## config.mk

```make
export PLATFORM = sky130hd
export DESIGN_NAME = gpio_mask_port
export DESIGN_NICKNAME = d
export VERILOG_FILES = /design/src/rtl/gpio_mask_pkg.sv /design/src/rtl/gpio_addr_dec.sv /design/src/rtl/gpio_sync.sv /design/src/rtl/gpio_port_regs.sv /design/src/rtl/gpio_mask_port.sv
export SDC_FILE = /design/constraint.sdc
export NUM_CORES = 1
export LEC_CHECK = 0
export ABC_AREA = 1
export BUFFER_PORTS_ARGS = -buffer_cell sky130_fd_sc_hd__buf_2
export CORE_MARGIN = 2
export CORE_UTILIZATION = 43
export CTS_CLUSTER_SIZE = 28
export DETAILED_ROUTE_END_ITERATION = 8
export GPL_TIMING_DRIVEN = 0
export HOLD_SLACK_MARGIN = 0.08
export PLACE_DENSITY = 0.8
export SLEW_MARGIN = 25
export SYNTH_ARGS = -nofsm -noshare
export SYNTH_HDL_FRONTEND = slang
export SYNTH_SLANG_ARGS = --single-unit
```

## constraint.sdc

```tcl
create_clock -name clk_i -period 0.8 [get_ports clk_i]
set_input_delay 0.04 -clock clk_i [delete_from_list [all_inputs] [get_ports clk_i]]
set_output_delay 0.04 -clock clk_i [all_outputs]
set_load 0.1 [all_outputs]
```

## src/rtl/gpio_mask_pkg.sv

```systemverilog
package gpio_mask_pkg;
  localparam int unsigned NPINS   = 8;
  localparam int unsigned AW      = 12;
  localparam int unsigned MASK_LO = 2;
endpackage

```

## src/rtl/gpio_addr_dec.sv

```systemverilog
module gpio_addr_dec
  import gpio_mask_pkg::*;
#(
  parameter int unsigned N_PINS = NPINS,
  parameter int unsigned ADDR_W = AW
) (
  input  logic [ADDR_W-1:0] addr_i,
  output logic              is_data_o,
  output logic              is_dir_o,
  output logic [N_PINS-1:0] mask_o
);
  localparam int unsigned HI_LO = N_PINS + MASK_LO;
  localparam int unsigned WIDX_W = ADDR_W - MASK_LO;
  localparam logic [WIDX_W-1:0] DIR_WIDX = WIDX_W'(1) << N_PINS;

  logic unused_lsbs;
  assign unused_lsbs = ^addr_i[MASK_LO-1:0];

  assign is_data_o = (addr_i[ADDR_W-1:HI_LO] == '0);
  assign is_dir_o  = (addr_i[ADDR_W-1:MASK_LO] == DIR_WIDX);
  assign mask_o    = addr_i[HI_LO-1:MASK_LO];
endmodule

```

## src/rtl/gpio_sync.sv

```systemverilog
module gpio_sync #(
  parameter int unsigned WIDTH  = 8,
  parameter int unsigned STAGES = 2
) (
  input  logic             clk_i,
  input  logic             rst_ni,
  input  logic [WIDTH-1:0] d_i,
  output logic [WIDTH-1:0] q_o
);
  logic [WIDTH-1:0] stg_q [STAGES];

  for (genvar s = 0; s < STAGES; s++) begin : g_stage
    always_ff @(posedge clk_i or negedge rst_ni) begin
      if (!rst_ni) stg_q[s] <= '0;
      else if (s == 0) stg_q[s] <= d_i;
      else stg_q[s] <= stg_q[(s == 0) ? 0 : s-1];
    end
  end

  assign q_o = stg_q[STAGES-1];
endmodule

```

## src/rtl/gpio_port_regs.sv

```systemverilog
module gpio_port_regs #(
  parameter int unsigned N_PINS = 8
) (
  input  logic              clk_i,
  input  logic              rst_ni,
  input  logic              wr_data_i,
  input  logic              wr_dir_i,
  input  logic [N_PINS-1:0] mask_i,
  input  logic [N_PINS-1:0] wdata_i,
  output logic [N_PINS-1:0] data_o,
  output logic [N_PINS-1:0] dir_o
);
  logic [N_PINS-1:0] data_q, dir_q, wmask;

  // only pins that are outputs now accept data
  assign wmask = mask_i & dir_q;

  always_ff @(posedge clk_i or negedge rst_ni) begin
    if (!rst_ni) begin
      data_q <= '0;
      dir_q  <= '0;
    end else begin
      if (wr_dir_i)  dir_q  <= wdata_i;
      if (wr_data_i) data_q <= (data_q & ~wmask) | (wdata_i & wmask);
    end
  end

  assign data_o = data_q;
  assign dir_o  = dir_q;

  AST_IN_PIN_HOLD: assert property (@(posedge clk_i) disable iff (!rst_ni)
    1'b1 |=> (((data_q ^ $past(data_q)) & ~$past(dir_q)) == '0));
  AST_DATA_IDLE: assert property (@(posedge clk_i) disable iff (!rst_ni)
    !wr_data_i |=> $stable(data_q));
  AST_UNSEL_HOLD: assert property (@(posedge clk_i) disable iff (!rst_ni)
    wr_data_i |=> (((data_q ^ $past(data_q)) & ~$past(mask_i)) == '0));
  AST_DIR_IDLE: assert property (@(posedge clk_i) disable iff (!rst_ni)
    !wr_dir_i |=> $stable(dir_q));
endmodule

```

## src/rtl/gpio_mask_port.sv

```systemverilog
module gpio_mask_port
  import gpio_mask_pkg::*;
#(
  parameter int unsigned N_PINS = NPINS,
  parameter int unsigned ADDR_W = AW,
  parameter int unsigned SYNC_STAGES = 2
) (
  input  logic              clk_i,
  input  logic              rst_ni,
  input  logic              psel_i,
  input  logic              penable_i,
  input  logic              pwrite_i,
  input  logic [ADDR_W-1:0] paddr_i,
  input  logic [N_PINS-1:0] pwdata_i,
  output logic [N_PINS-1:0] prdata_o,
  output logic              pready_o,
  input  logic [N_PINS-1:0] gpio_in_i,
  output logic [N_PINS-1:0] gpio_out_o,
  output logic [N_PINS-1:0] gpio_oe_o
);
  logic              is_data, is_dir, wr_acc, rd_acc;
  logic [N_PINS-1:0] mask, data, dir, pad_sync, pin_val;

  gpio_addr_dec #(.N_PINS(N_PINS), .ADDR_W(ADDR_W)) u_dec (
    .addr_i   (paddr_i),
    .is_data_o(is_data),
    .is_dir_o (is_dir),
    .mask_o   (mask)
  );

  gpio_sync #(.WIDTH(N_PINS), .STAGES(SYNC_STAGES)) u_sync (
    .clk_i (clk_i),
    .rst_ni(rst_ni),
    .d_i   (gpio_in_i),
    .q_o   (pad_sync)
  );

  assign wr_acc = psel_i & penable_i & pwrite_i;
  assign rd_acc = psel_i & ~pwrite_i;

  gpio_port_regs #(.N_PINS(N_PINS)) u_regs (
    .clk_i    (clk_i),
    .rst_ni   (rst_ni),
    .wr_data_i(wr_acc & is_data),
    .wr_dir_i (wr_acc & is_dir),
    .mask_i   (mask),
    .wdata_i  (pwdata_i),
    .data_o   (data),
    .dir_o    (dir)
  );

  assign pin_val = (dir & data) | (~dir & pad_sync);

  always_comb begin
    prdata_o = '0;
    if (rd_acc) begin
      if (is_data)     prdata_o = pin_val & mask;
      else if (is_dir) prdata_o = dir;
    end
  end

  assign pready_o   = 1'b1;
  assign gpio_out_o = data;
  assign gpio_oe_o  = dir;

  AST_RD_UNSEL_ZERO: assert property (@(posedge clk_i) disable iff (!rst_ni)
    (rd_acc && is_data) |-> ((prdata_o & ~mask) == '0));
  AST_RD_UNMAPPED_ZERO: assert property (@(posedge clk_i) disable iff (!rst_ni)
    (psel_i && !is_data && !is_dir) |-> (prdata_o == '0));
  AST_UNMAPPED_WR_HOLD: assert property (@(posedge clk_i) disable iff (!rst_ni)
    (wr_acc && !is_data && !is_dir) |=> ($stable(gpio_out_o) && $stable(gpio_oe_o)));
  AST_OUT_PIN_READ: assert property (@(posedge clk_i) disable iff (!rst_ni)
    (rd_acc && is_data) |-> (((prdata_o ^ gpio_out_o) & gpio_oe_o & mask) == '0));
endmodule

```

## Word-level counts from Yosys, hierarchy flattened

Index checks and enable logic that the tools add are counted.

| operators by class | value |
|---|---|
| equality and inequality tests | 1 |
| multiplexer cells | 3 |
| bitwise gates (word level) | 16 |
| reductions and logical operators | 1 |

Operators with widths:

| operator | count |
|---|---|
| bitwise AND 8 bit | 6 |
| two-way mux 8 bit | 3 |
| NOT 8 bit | 2 |
| OR 8 bit | 2 |
| equality test 10 x 9 -> 1 bit, second input constant | 1 |
| bitwise AND 1 bit | 5 |
| zero test 2 bit | 1 |
| NOT 1 bit | 1 |

| word-level totals | value |
|---|---|
| register bits after elaboration | 32 |
| logic and storage cells | 25 |

## Logic depth before layout (Yosys ltp)

Gate-level depths: netlist of the first run.

| logic depth | value |
|---|---|
| depth in word-level cells | 6 |
| mapped depth | 6 |
| depth with buffers taken out | 6 |

## Modules after synthesis

A second synthesis of the first run with hierarchy kept.

| unflattened totals | value |
|---|---|
| cell total of the unflattened synthesis | 208 |
| area, all modules | 1669.1 sq um |

Modules (own cells, without submodules):

| module | times used | cells each | area an instance (sq um) | sequential area each (sq um) |
|---|---|---|---|---|
| gpio_port_regs | 1 | 75 | 703.2 | 400.4 |
| gpio_sync | 1 | 24 | 460.4 | 400.4 |
| gpio_mask_port | 1 | 91 | 406.6 | 0.0 |
| gpio_addr_dec | 1 | 18 | 98.8 | 0.0 |

## Worst setup path after synthesis of the first run

No wires, ideal clock.

| path | value |
|---|---|
| path kind | register -> output |
| from | register u_regs.dir_q[0], in the netlist u_regs.dir_o[0] |
| to | output prdata_o[0] |
| data arrival time | 2756 ps |
| setup slack | -1996 ps |
| cell stages (with the launch flop) | 7 |
| path buffers | 0 |
| path through | dfrtp_1 inv_1 nand2_1 nand3_1 nand2_1 nand2_1 a21oi_1 |

| between the ends | value |
|---|---|
| cells in the longest elaborated chain, start to end | 6 |
| elaborated cells on any way between the ends | 8 |

Ends and longest elaborated chain:

| what | line | RTL |
|---|---|---|
| from (decl) | gpio_port_regs.sv:13 | `logic [N_PINS-1:0] data_q, dir_q, wmask;` |
| from (signal assigned) | gpio_port_regs.sv:23 | `if (wr_dir_i) dir_q <= wdata_i;` |
| NOT 8 bit | gpio_mask_port.sv:52 | `assign pin_val = (dir & data) \| (~dir & pad_sync);` |
| bitwise AND 8 bit | gpio_mask_port.sv:52 |  |
| OR 8 bit | gpio_mask_port.sv:52 |  |
| bitwise AND 8 bit | gpio_mask_port.sv:57 | `if (is_data) prdata_o = pin_val & mask;` |
| two-way mux 8 bit * | gpio_mask_port.sv:57 |  |
| two-way mux 8 bit * | gpio_mask_port.sv:56 | `if (rd_acc) begin` |
| to (decl) | gpio_mask_port.sv:15 | `output logic [N_PINS-1:0] prdata_o,` |

Mark *: on every way between the ends. The rest lies on a longest branch, timed or not.

## Worst setup path in the final report of the first run

| path | value |
|---|---|
| from | register u_regs.dir_q[6], in the netlist u_regs.dir_o[6] |
| to | output prdata_o[6] |

Same word-level chain as after synthesis.

==> summary.txt, run 1 <==
Layout
  • Non-Filler Instances: 344
  • Design area: 0.00317 sq mm
  • Ant. Diodes: 0
  • Final #Nets: 330
  • Synth-to-layout area growth: 105%
  • Layout cells sized above 1: 0.617

Floorplan
  • Area of the core: 0.00339 sq mm
  • Initial Util: 0.455
  • Row cnt: 21
  • Die Area: 0.00408 sq mm
  • Die W: 63.9 microns
  • Io pins: 58
  • Die Ht: 63.9 microns

Route
  • DRT Wirelength: 7390 microns
  • ANT nets after route: 0
  • DR iter-0 viols: 98
  • Drc violations: 0
  • Via density: 5.66
  • Wire per inst: 21.5 microns
  • DR pass1 iterations: 5
  • Via Count: 1948

STA
  • Hold slack: -269 ps
  • Fin crit share: 2.06
  • Setup violators final: 39
  • Tmin final: 1650 ps
  • Hold Vio Cnt, Final: 32
  • Worst-margin pin slew: 746 ps
  • Pins over their slew limit: 0
  • Clk_skew: 4.87 ps
  • RSZ-0062 raised after global routing: true
  • Final WS setup: -850 ps
  • FMAX: 606 MHz
  • Slew HR: 0.503

Power
  • Switching Share: 0.279
  • Max VDD drop: 0.00150 V
  • P per Cell Area: 1210 mW/mm^2
  • Cell Int Power: 2.76 mW
  • Gate power share: 0.180
  • Clk network pwr share: 0.381
  • Flop pwr share: 0.439
  • Lkg Pwr: 1.37 nW
  • P_sw: 1.07 mW

Critical path
  • Critical path startpoint category: flip-flop
  • Setup crit end kind: primary output
  • Crit-path max FO: 3
  • FF-to-FF setup slack: -360 ps
  • WP data required: 760 ps
  • Crit Path Class: reg2out
  • Critical Path AT: 1610 ps

CTS
  • # hold bufs at CTS: 24
  • Clock Path Buffers: 2
  • Cts bufs inserted: 5
  • CTS tree: yes
  • Root buffer cell: clkbuf_4
  • Htree depth: 2
  • Clk_lat worst skew: 360 ps
  • CTS clk-pin slew, worst paths: 110 ps
  • Clock tree sinks: 32

Global routing
  • First-pass GRT wire length: 9320 microns
  • Pin count of the biggest net entering global routing: 33
  • Vias in the first global route: 1953
  • All-Layer GR Usage: 0.307
  • Grt ovf: 0
  • Initial antenna violation count: 0

Place
  • Gpl congestion: 0.756
  • Placed insts: 288
  • HPWL Detailed: 2620 microns
  • Port bufs: 54
  • Placed instance area: 0.00204 sq mm

Hold path
  • HP Class: in2async

Synthesis
  • Synth top area share: 0.519
  • Area contributors post-synth: dfrtp_1 52%, nand2_1 14%, inv_1 8.5%
  • Top cells by count, synth: 56 x nand2_1, 35 x inv_1, 32 x dfrtp_1, 23 x nand3_1
  • Compound-gate portion of the synthesized area: 0.0601
  • Top FF cell, synth: dfrtp_1
  • Post-synthesis mux area share: 0
  • Cell Area, Synth: 0.00154 sq mm
  • Post-Synth Simple-Gate Area: 0.311
  • Largest family of logic cells by synthesized area: simple AND/OR/NAND/NOR gates
  • Yosys reg bits: 32
  • Post-synthesis cell count: 188
  • Post-Syn Nets: 221
  • Yosys cell types: 18
  • Sequential element share of the synthesized area: 0.519
  • Xor and xnor area share after synthesis: 0
  • Post-synth EDFFs: 0
  • Syn avg cell area: 8.20 sq um
  • Most frequent cell after synthesis: nand2_1
  • Synth Area in Adders: 0
  • Dominant cell type by area after synthesis: dfrtp_1
  • Async set-reset flop share out of synthesis: 1.00
  • Ys Warns: 0

Run
  • Max cap viols: 0

Run status
  • Outcome: complete, but fails checks
  • Failing checks: negative hold slack, negative setup slack
repair_timing:
item,CTS,global route
setup buffers,24,6
hold endpoints to repair,56,32
resized for setup,119,45
pin swaps,10,25
setup endpoints to repair,32,40
worst max-delay path: stages (launching register included):
cell	delay, ps
dfrtp_4	520
o21ai_2	180
nand3_2	140
a21oi_4	200
buf_12	200
logic make-up after synthesis:
family          after synthesis
simple gates                 98
buf+inv                      40
other cells                   1
flops                        32
compound gates               17
through the flow:
step | utilization | power (mW) | setup WS, ps | TNS [ps]
after detailed placement | 0.603 | 2.13 | -714 | -13680
after floorplan | - | 1.96 | -717 | -7650
after CTS | 0.888 | 3.69 | -744 | -12900
after global placement | 0.603 | 2.12 | -684 | -13380
after global routing | 0.934 | 3.90 | -871 | -15530
final | 0.934 | 3.82 | -850 | -14690
layout by cell type, fill, tap and decap left out:
cell / instances
clkbuf_8: 2
nor2_1: 2
nor2_8: 1
o21ai_1: 7
nand2_2: 27
inv_1: 22
buf_6: 16
buf_4: 10
inv_2: 14
dfrtp_4: 16
nand2_1: 28
nand2_4: 1
o21ai_2: 2
conb_1: 1
a21oi_4: 8
or2_4: 1
nor2_2: 1
buf_2: 30
clkbuf_4: 5
dfrtp_1: 16
nor2_4: 3
nand3_4: 5
nand3_2: 15
inv_4: 1
bufinv_16: 1
nand3_1: 6
nand4_1: 8
dlygate4sd3_1: 24
buf_12: 25
path summary, 6_finish.rpt:
kind | startpoint | end | depth (start not counted)
worst min-delay path | rst_ni | async pin | 1
max in group asynchronous | rst_ni | u_regs.dir_o[4] | 1
worst min register to register | u_sync.stg_q[15] | u_sync.q_o[7] | 0
worst max-delay path | u_regs.dir_o[6] | prdata_o[6] | 4
worst max register to register | u_regs.dir_o[6] | u_regs.dir_o[6] | 5
min in group clk_i | penable_i | u_regs.dir_o[3] | 5
power groups by stage:
stage                     clock network [mW]  registers (mW)  logic (mW)
after floorplan                            0            1.72       0.240
after global placement                     0            1.71       0.418
after detailed placement                   0            1.71       0.424
after CTS                               1.42            1.67       0.597
after global routing                    1.50            1.68       0.721
final                                   1.46            1.68       0.689
cell type report:
class                      count  area (sq um)
buffer                         3          26.3
clock buffer                   7          65.1
clock inverter                 1          30.0
fill                          94           223
inverter                      37           141
multi-input combinational    116           866
sequential                    32           861
tap                           46          57.6
timing repair buffer         102          1120
per-layer routing:
| metal | share of wire | global-route usage | up-vias |
|---|---|---|---|
| met2 | 0.53 | 0.564 | 145 |
| met3 | 0.063 | 0.0757 | 48 |
| li1 | - | - | 805 |
| met5 | 0 | 0 | - |
| met1 | 0.33 | 0.329 | 950 |
| met4 | 0.071 | 0.136 | 0 |
(Power assumes the default switching activity.)
==> inputs of run 2 (changes only) <==
CORE_ASPECT_RATIO = 1.75   (was default)
==> run 2 against run 1 <==
  * Die area up 0.46%
  * Count of clock-buffer cells in the layout rose by 1
  * Global-route usage fell by 3.4 points
  * Total power is 6.0% lower
  * Hold slack improved by 73 ps
  * The run still ends with negative hold slack, negative setup slack left
  * Via count decreased by 6.9%
  * Highest routed layer unchanged
==> summary.txt, run 2 (synthesis results as in run 1) <==
CTS
  • # hold bufs at CTS: 24
  • Clock Path Buffers: 2
  • Root buffer cell: clkbuf_8
  • Cts bufs inserted: 5
  • CTS tree: yes
  • Htree depth: 2
  • Clk_lat worst skew: 290 ps
  • Clock tree sinks: 32
  • CTS clk-pin slew, worst paths: 70 ps

Power
  • Tot Pwr: 3.59 mW
  • Lkg Pwr: 1.36 nW
  • Gate power share: 0.182
  • Max VDD drop: 0.00157 V
  • P_sw: 976 uW
  • Switching Share: 0.272
  • Cell Int Power: 2.62 mW
  • Clk network pwr share: 0.351
  • Flop pwr share: 0.467
  • P per Cell Area: 1150 mW/mm^2

Floorplan
  • Die Ht: 83.2 microns
  • Initial Util: 0.454
  • Io pins: 58
  • Die W: 49.3 microns
  • Die Area: 0.00410 sq mm
  • Area of the core: 0.00340 sq mm
  • Row cnt: 28

Critical path
  • Critical path buffer and inverter count: 1
  • Critical path startpoint category: flip-flop
  • Max incr delay on CP: 530 ps
  • Worst-path cell chain: nand2_2 -> nand3_2 -> nand2_2 -> nand2_2 -> a21oi_4 -> buf_12
  • R2R Path Start: u_regs.dir_o[0]
  • Crit Path Class: reg2out
  • Crit-path max FO: 5
  • Setup crit end kind: primary output
  • Top delay family on crit path: flip-flops
  • WP data required: 760 ps
  • Highest-delay cell along the critical path: dfrtp_4
  • Crit. Startpoint: u_regs.dir_o[1]
  • Most used cell, CP: nand2_2
  • Critical Path AT: 1530 ps

Route
  • Via density: 5.29
  • Drc violations: 0
  • Wire per inst: 19.3 microns
  • ANT nets after route: 0
  • Via Count: 1813
  • DR iter-0 viols: 96
  • DR pass1 iterations: 4
  • DRT Wirelength: 6610 microns

STA
  • Fin Setup TNS: -12190 ps
  • Slew HR: 0.520
  • Hold Vio Cnt, Final: 32
  • Pins over their slew limit: 0
  • Final WS setup: -774 ps
  • Clk_skew: 4.77 ps
  • RSZ-0062 raised after global routing: true
  • Hold slack: -195 ps
  • Tmin final: 1570 ps
  • FMAX: 635 MHz
  • Fin crit share: 1.97
  • Worst-margin pin slew: 720 ps
  • Setup violators final: 40

Global routing
  • Vias in the first global route: 1839
  • First-pass GRT wire length: 8460 microns
  • All-Layer GR Usage: 0.273
  • Pin count of the biggest net entering global routing: 33
  • Grt ovf: 0
  • Initial antenna violation count: 0

Layout
  • Fillers: 129
  • Final #Nets: 330
  • Layout cells sized above 1: 0.607
  • Synth-to-layout area growth: 103%
  • Most frequent cells in the layout: 30 x nand2_2, 30 x buf_2, 25 x nand2_1, 24 x dlygate4sd3_1, 24 x buf_12
  • Non-Filler Instances: 343
  • Design area: 0.00313 sq mm
  • Ant. Diodes: 0

Run status
  • Outcome: complete, but fails checks
  • Failing checks: negative hold slack, negative setup slack

Place
  • HPWL Detailed: 2710 microns
  • Gpl congestion: 0.792
  • Port bufs: 54
  • Placed instance area: 0.00204 sq mm
  • Placed insts: 287

Run
  • Max cap viols: 0

Hold path
  • HP Class: in2async
[run 2: cell count changes in the layout (fill, tap and decap cells not counted), moves of 2 or more]
| cell | change |
|---|---|
| clkbuf_4 | -5 |
| clkbuf_8 | +4 |
| nand3_1 | +4 |
| nand2_1 | -3 |
| nand2_2 | +3 |
| nand3_2 | -3 |
| clkbuf_1 | +2 |
[run 2: power groups by stage]
stage / Sequential [mW] / Combinational (mW) / Clock, mW
final: 1.68 / 0.653 / 1.26
after global routing: 1.68 / 0.685 / 1.34
after CTS: 1.68 / 0.582 / 1.28
after detailed placement: 1.71 / 0.425 / 0
after global placement: 1.71 / 0.418 / 0
after floorplan: 1.72 / 0.240 / 0
[run 2: worst paths after layout]
kind / end / slack [ps] / cells after the start
setup / recovery: prdata_o[1] / -770 / 6
hold / removal: u_sync.stg_q[11] / -200 / 1
setup reg to reg: flip-flop / -240 / 5
hold reg to reg: u_sync.q_o[1] / 350 / 0
max in group asynchronous: async pin / 450 / 1
min in group clk_i: u_sync.q_o[1] / 350 / 0
[run 2: cell type report]
cell class	instances	area (sq um)	area share
repair buffers	102	1110	0.354
multi-input cells	116	850	0.271
inverters	37	141	0.0451
clock buffers	8	90.1	0.0288
flip-flops and latches	32	861	0.275
plain buffers	3	26.3	0.00839
well taps	45	56.3	0.0180
[run 2: layer usage]
layer / track usage / share of wire / vias to the layer above
met4: 0.0805 / 0.038 / 0
met3: 0.0576 / 0.069 / 26
met5: 0 / 0 / -
li1: - / - / 805
met2: 0.532 / 0.56 / 107
met1: 0.277 / 0.34 / 875
[run 2: metrics by stage]
step | hold WS, ps | worst slack (ps) | util
detailed placement | 132 | -676 | 0.601
CTS | -168 | -668 | 0.860
floorplan | -256 | -717 | -
global placement | 122 | -670 | 0.601
finish | -195 | -774 | 0.922
global route | -132 | -778 | 0.922
[run 2: repair_timing]
item / CTS / global route
setup endpoints to repair: 35 / 40
pin swaps: 7 / 21
endpoints found under the hold margin: 56 / 32
setup buffers: 19 / 6
gates resized for setup: 109 / 50
==> inputs of run 3 (changes only) <==
ABC_AREA = default   (was 1)
CORE_UTILIZATION = 42   (was 43)
PLACE_DENSITY = 0.81   (was 0.8)
==> run 3 against run 2 <==
  * The run still ends with negative hold slack, negative setup slack left
  * Clock skew increased by 12 ps
  * First-iteration DRC count decreased by 53%
  * Sequential share of layout area increased by 3.1 points
  * Register-to-register slack got worse by 150 ps
  * Cell count decreased by 31%
==> summary.txt, run 3 <==
Synthesis
  • Async set-reset flop share out of synthesis: 1.00
  • Top cells by count, synth: 32 x dfrtp_1, 24 x mux2_2, 16 x nand4_1, 8 x a21oi_1, 8 x nand3_1
  • Post-synth EDFFs: 0
  • Synth top area share: 0.587
  • Area contributors post-synth: dfrtp_1 59%, mux2_2 20%, nand4_1 7.3%
  • Ys Warns: 0
  • Yosys reg bits: 32
  • Top FF cell, synth: dfrtp_1
  • Dominant cell type by area after synthesis: dfrtp_1
  • Post-synthesis cell count: 100
  • Yosys cell types: 17
  • Sequential element share of the synthesized area: 0.587
  • Post-Syn Nets: 133
  • Cell Area, Synth: 0.00136 sq mm
  • Syn avg cell area: 13.6 sq um
  • Most frequent cell after synthesis: dfrtp_1

Layout
  • Layout cells sized above 1: 0.728
  • Most frequent cells in the layout: 26 x buf_2, 24 x buf_12, 18 x buf_6
  • Ant. Diodes: 0
  • Synth-to-layout area growth: 106%
  • Final #Nets: 227
  • Non-Filler Instances: 238
  • Commonest non-fill, non-tap cell in the layout: buf_2
  • Register Area: 861 sq um
  • Area of the multi-input gates: 781 sq um
  • Fillers: 130

STA
  • Final WS setup: -735 ps
  • Slew HR: 0.334
  • Setup violators final: 40
  • FMAX: 651 MHz
  • Hold slack: -211 ps
  • Fin crit share: 1.92
  • Pins over their slew limit: 0
  • RSZ-0062 raised after global routing: true
  • Tmin final: 1540 ps
  • Clk_skew: 16.7 ps
  • Worst-margin pin slew: 999 ps
  • Hold Vio Cnt, Final: 32

Floorplan
  • Io pins: 58
  • Die Ht: 79.4 microns
  • Area of the core: 0.00311 sq mm
  • Initial Util: 0.439
  • Die Area: 0.00374 sq mm
  • Row cnt: 27
  • Die W: 47.1 microns

Route
  • Wire per inst: 21.8 microns
  • Via Count: 1323
  • DR iter-0 viols: 45
  • ANT nets after route: 0
  • Via density: 5.56
  • DRT Wirelength: 5190 microns
  • DR pass1 iterations: 4
  • Drc violations: 0

Critical path
  • Critical path startpoint category: flip-flop
  • Crit-path max FO: 3
  • Setup crit end kind: primary output
  • Critical Path AT: 1500 ps
  • Crit Path Class: reg2out
  • WP data required: 760 ps

Place
  • Gpl congestion: 0.747
  • HPWL Detailed: 2480 microns
  • Pre-CTS setup slack: -898 ps
  • Port bufs: 54
  • Placed insts: 197

Global routing
  • Pin count of the biggest net entering global routing: 33
  • Vias in the first global route: 1428
  • First-pass GRT wire length: 7020 microns
  • All-Layer GR Usage: 0.276
  • Initial antenna violation count: 0
  • Grt ovf: 0

Power
  • P per Cell Area: 1210 mW/mm^2
  • Tot Pwr: 3.39 mW
  • Max VDD drop: 0.00174 V
  • Lkg Pwr: 1.17 nW

CTS
  • Root buffer cell: clkbuf_8
  • Clock tree sinks: 32
  • Htree depth: 2
  • CTS tree: yes
  • # hold bufs at CTS: 15
  • CTS clk-pin slew, worst paths: 80 ps
  • Cts bufs inserted: 5
  • Clock Path Buffers: 2
  • Clk_lat worst skew: 290 ps

Run status
  • Outcome: complete, but fails checks
  • Failing checks: negative hold slack, negative setup slack

Run
  • Max cap viols: 0

Hold path
  • HP Class: in2async
run 3: cell types whose count changed after synthesis, sizes merged, moves of 9 or more:
cell   before  now
inv        37    0
mux2        0   24
nand2      56    0
nand3      26    8
nand4       8   17
o21ai       9    0
run 3: layer usage:
layer	wire length (microns)	track usage
met4	238	0.125
met1	1780	0.303
met3	186	0.0566
met2	2980	0.478
met5	0	0
run 3: cell families after synthesis:
logic type,synth area share
other,0.00275
AOI/OAI and AO/OA,0.0294
buffers and inverters,0.0147
muxes,0.198
and+or+nand+nor,0.168
DFF,0.587
run 3: cell type report:
type	count	area share
Timing Repair Buffer	88	0.360
Buffer	3	0.00801
Clock inverter	1	0.00178
Tap cell	43	0.0191
Clock buffer	7	0.0271
Sequential cell	32	0.306
Multi-Input combinational cell	64	0.278
run 3: where the power goes:
part           internal, mW  total [mW]  switching, mW
logic                 0.226       0.517          0.291
clock network         0.609        1.19          0.584
registers              1.66        1.68         0.0176
run 3: worst paths after layout:
path,depth (start not counted),slack [ps],startpoint,end
max,4,-740,u_regs.dir_o[1],prdata_o[1]
min,1,-210,rst_ni,u_regs.dir_o[4]
min in group clk_i,2,40,pwdata_i[6],flip-flop
max reg2reg,3,-390,u_regs.dir_o[4],flip-flop
max in group asynchronous,1,470,rst_ni,async pin
min reg2reg,0,340,u_sync.stg_q[11],u_sync.q_o[3]
run 3: through the flow:
stage               instance area, sq um  hold WS (ps)   util  setup TNS (ps)
global placement                    1910           103  0.614          -18510
CTS                                 2660          -192  0.856          -14970
detailed placement                  1910           120  0.614          -18650
floorplan                           1580          -256      -          -11940
global route                        2810          -154  0.905          -16780
finish                              2810          -211  0.905          -15730
run 3: critical path, stage by stage (launching register included):
cell,delay [ps]
dfrtp_4,510
mux2_4,330
nand3_4,80
a21oi_4,60
buf_12,220
run 3: repair_timing:
| action | CTS | global route |
|---|---|---|
| pin swaps | 8 | 3 |
| buffers inserted | 15 | 6 |
| endpoints found under the setup margin | 40 | 40 |
| resized for setup | 111 | 32 |
| hold endpoints to repair | 56 | 34 |
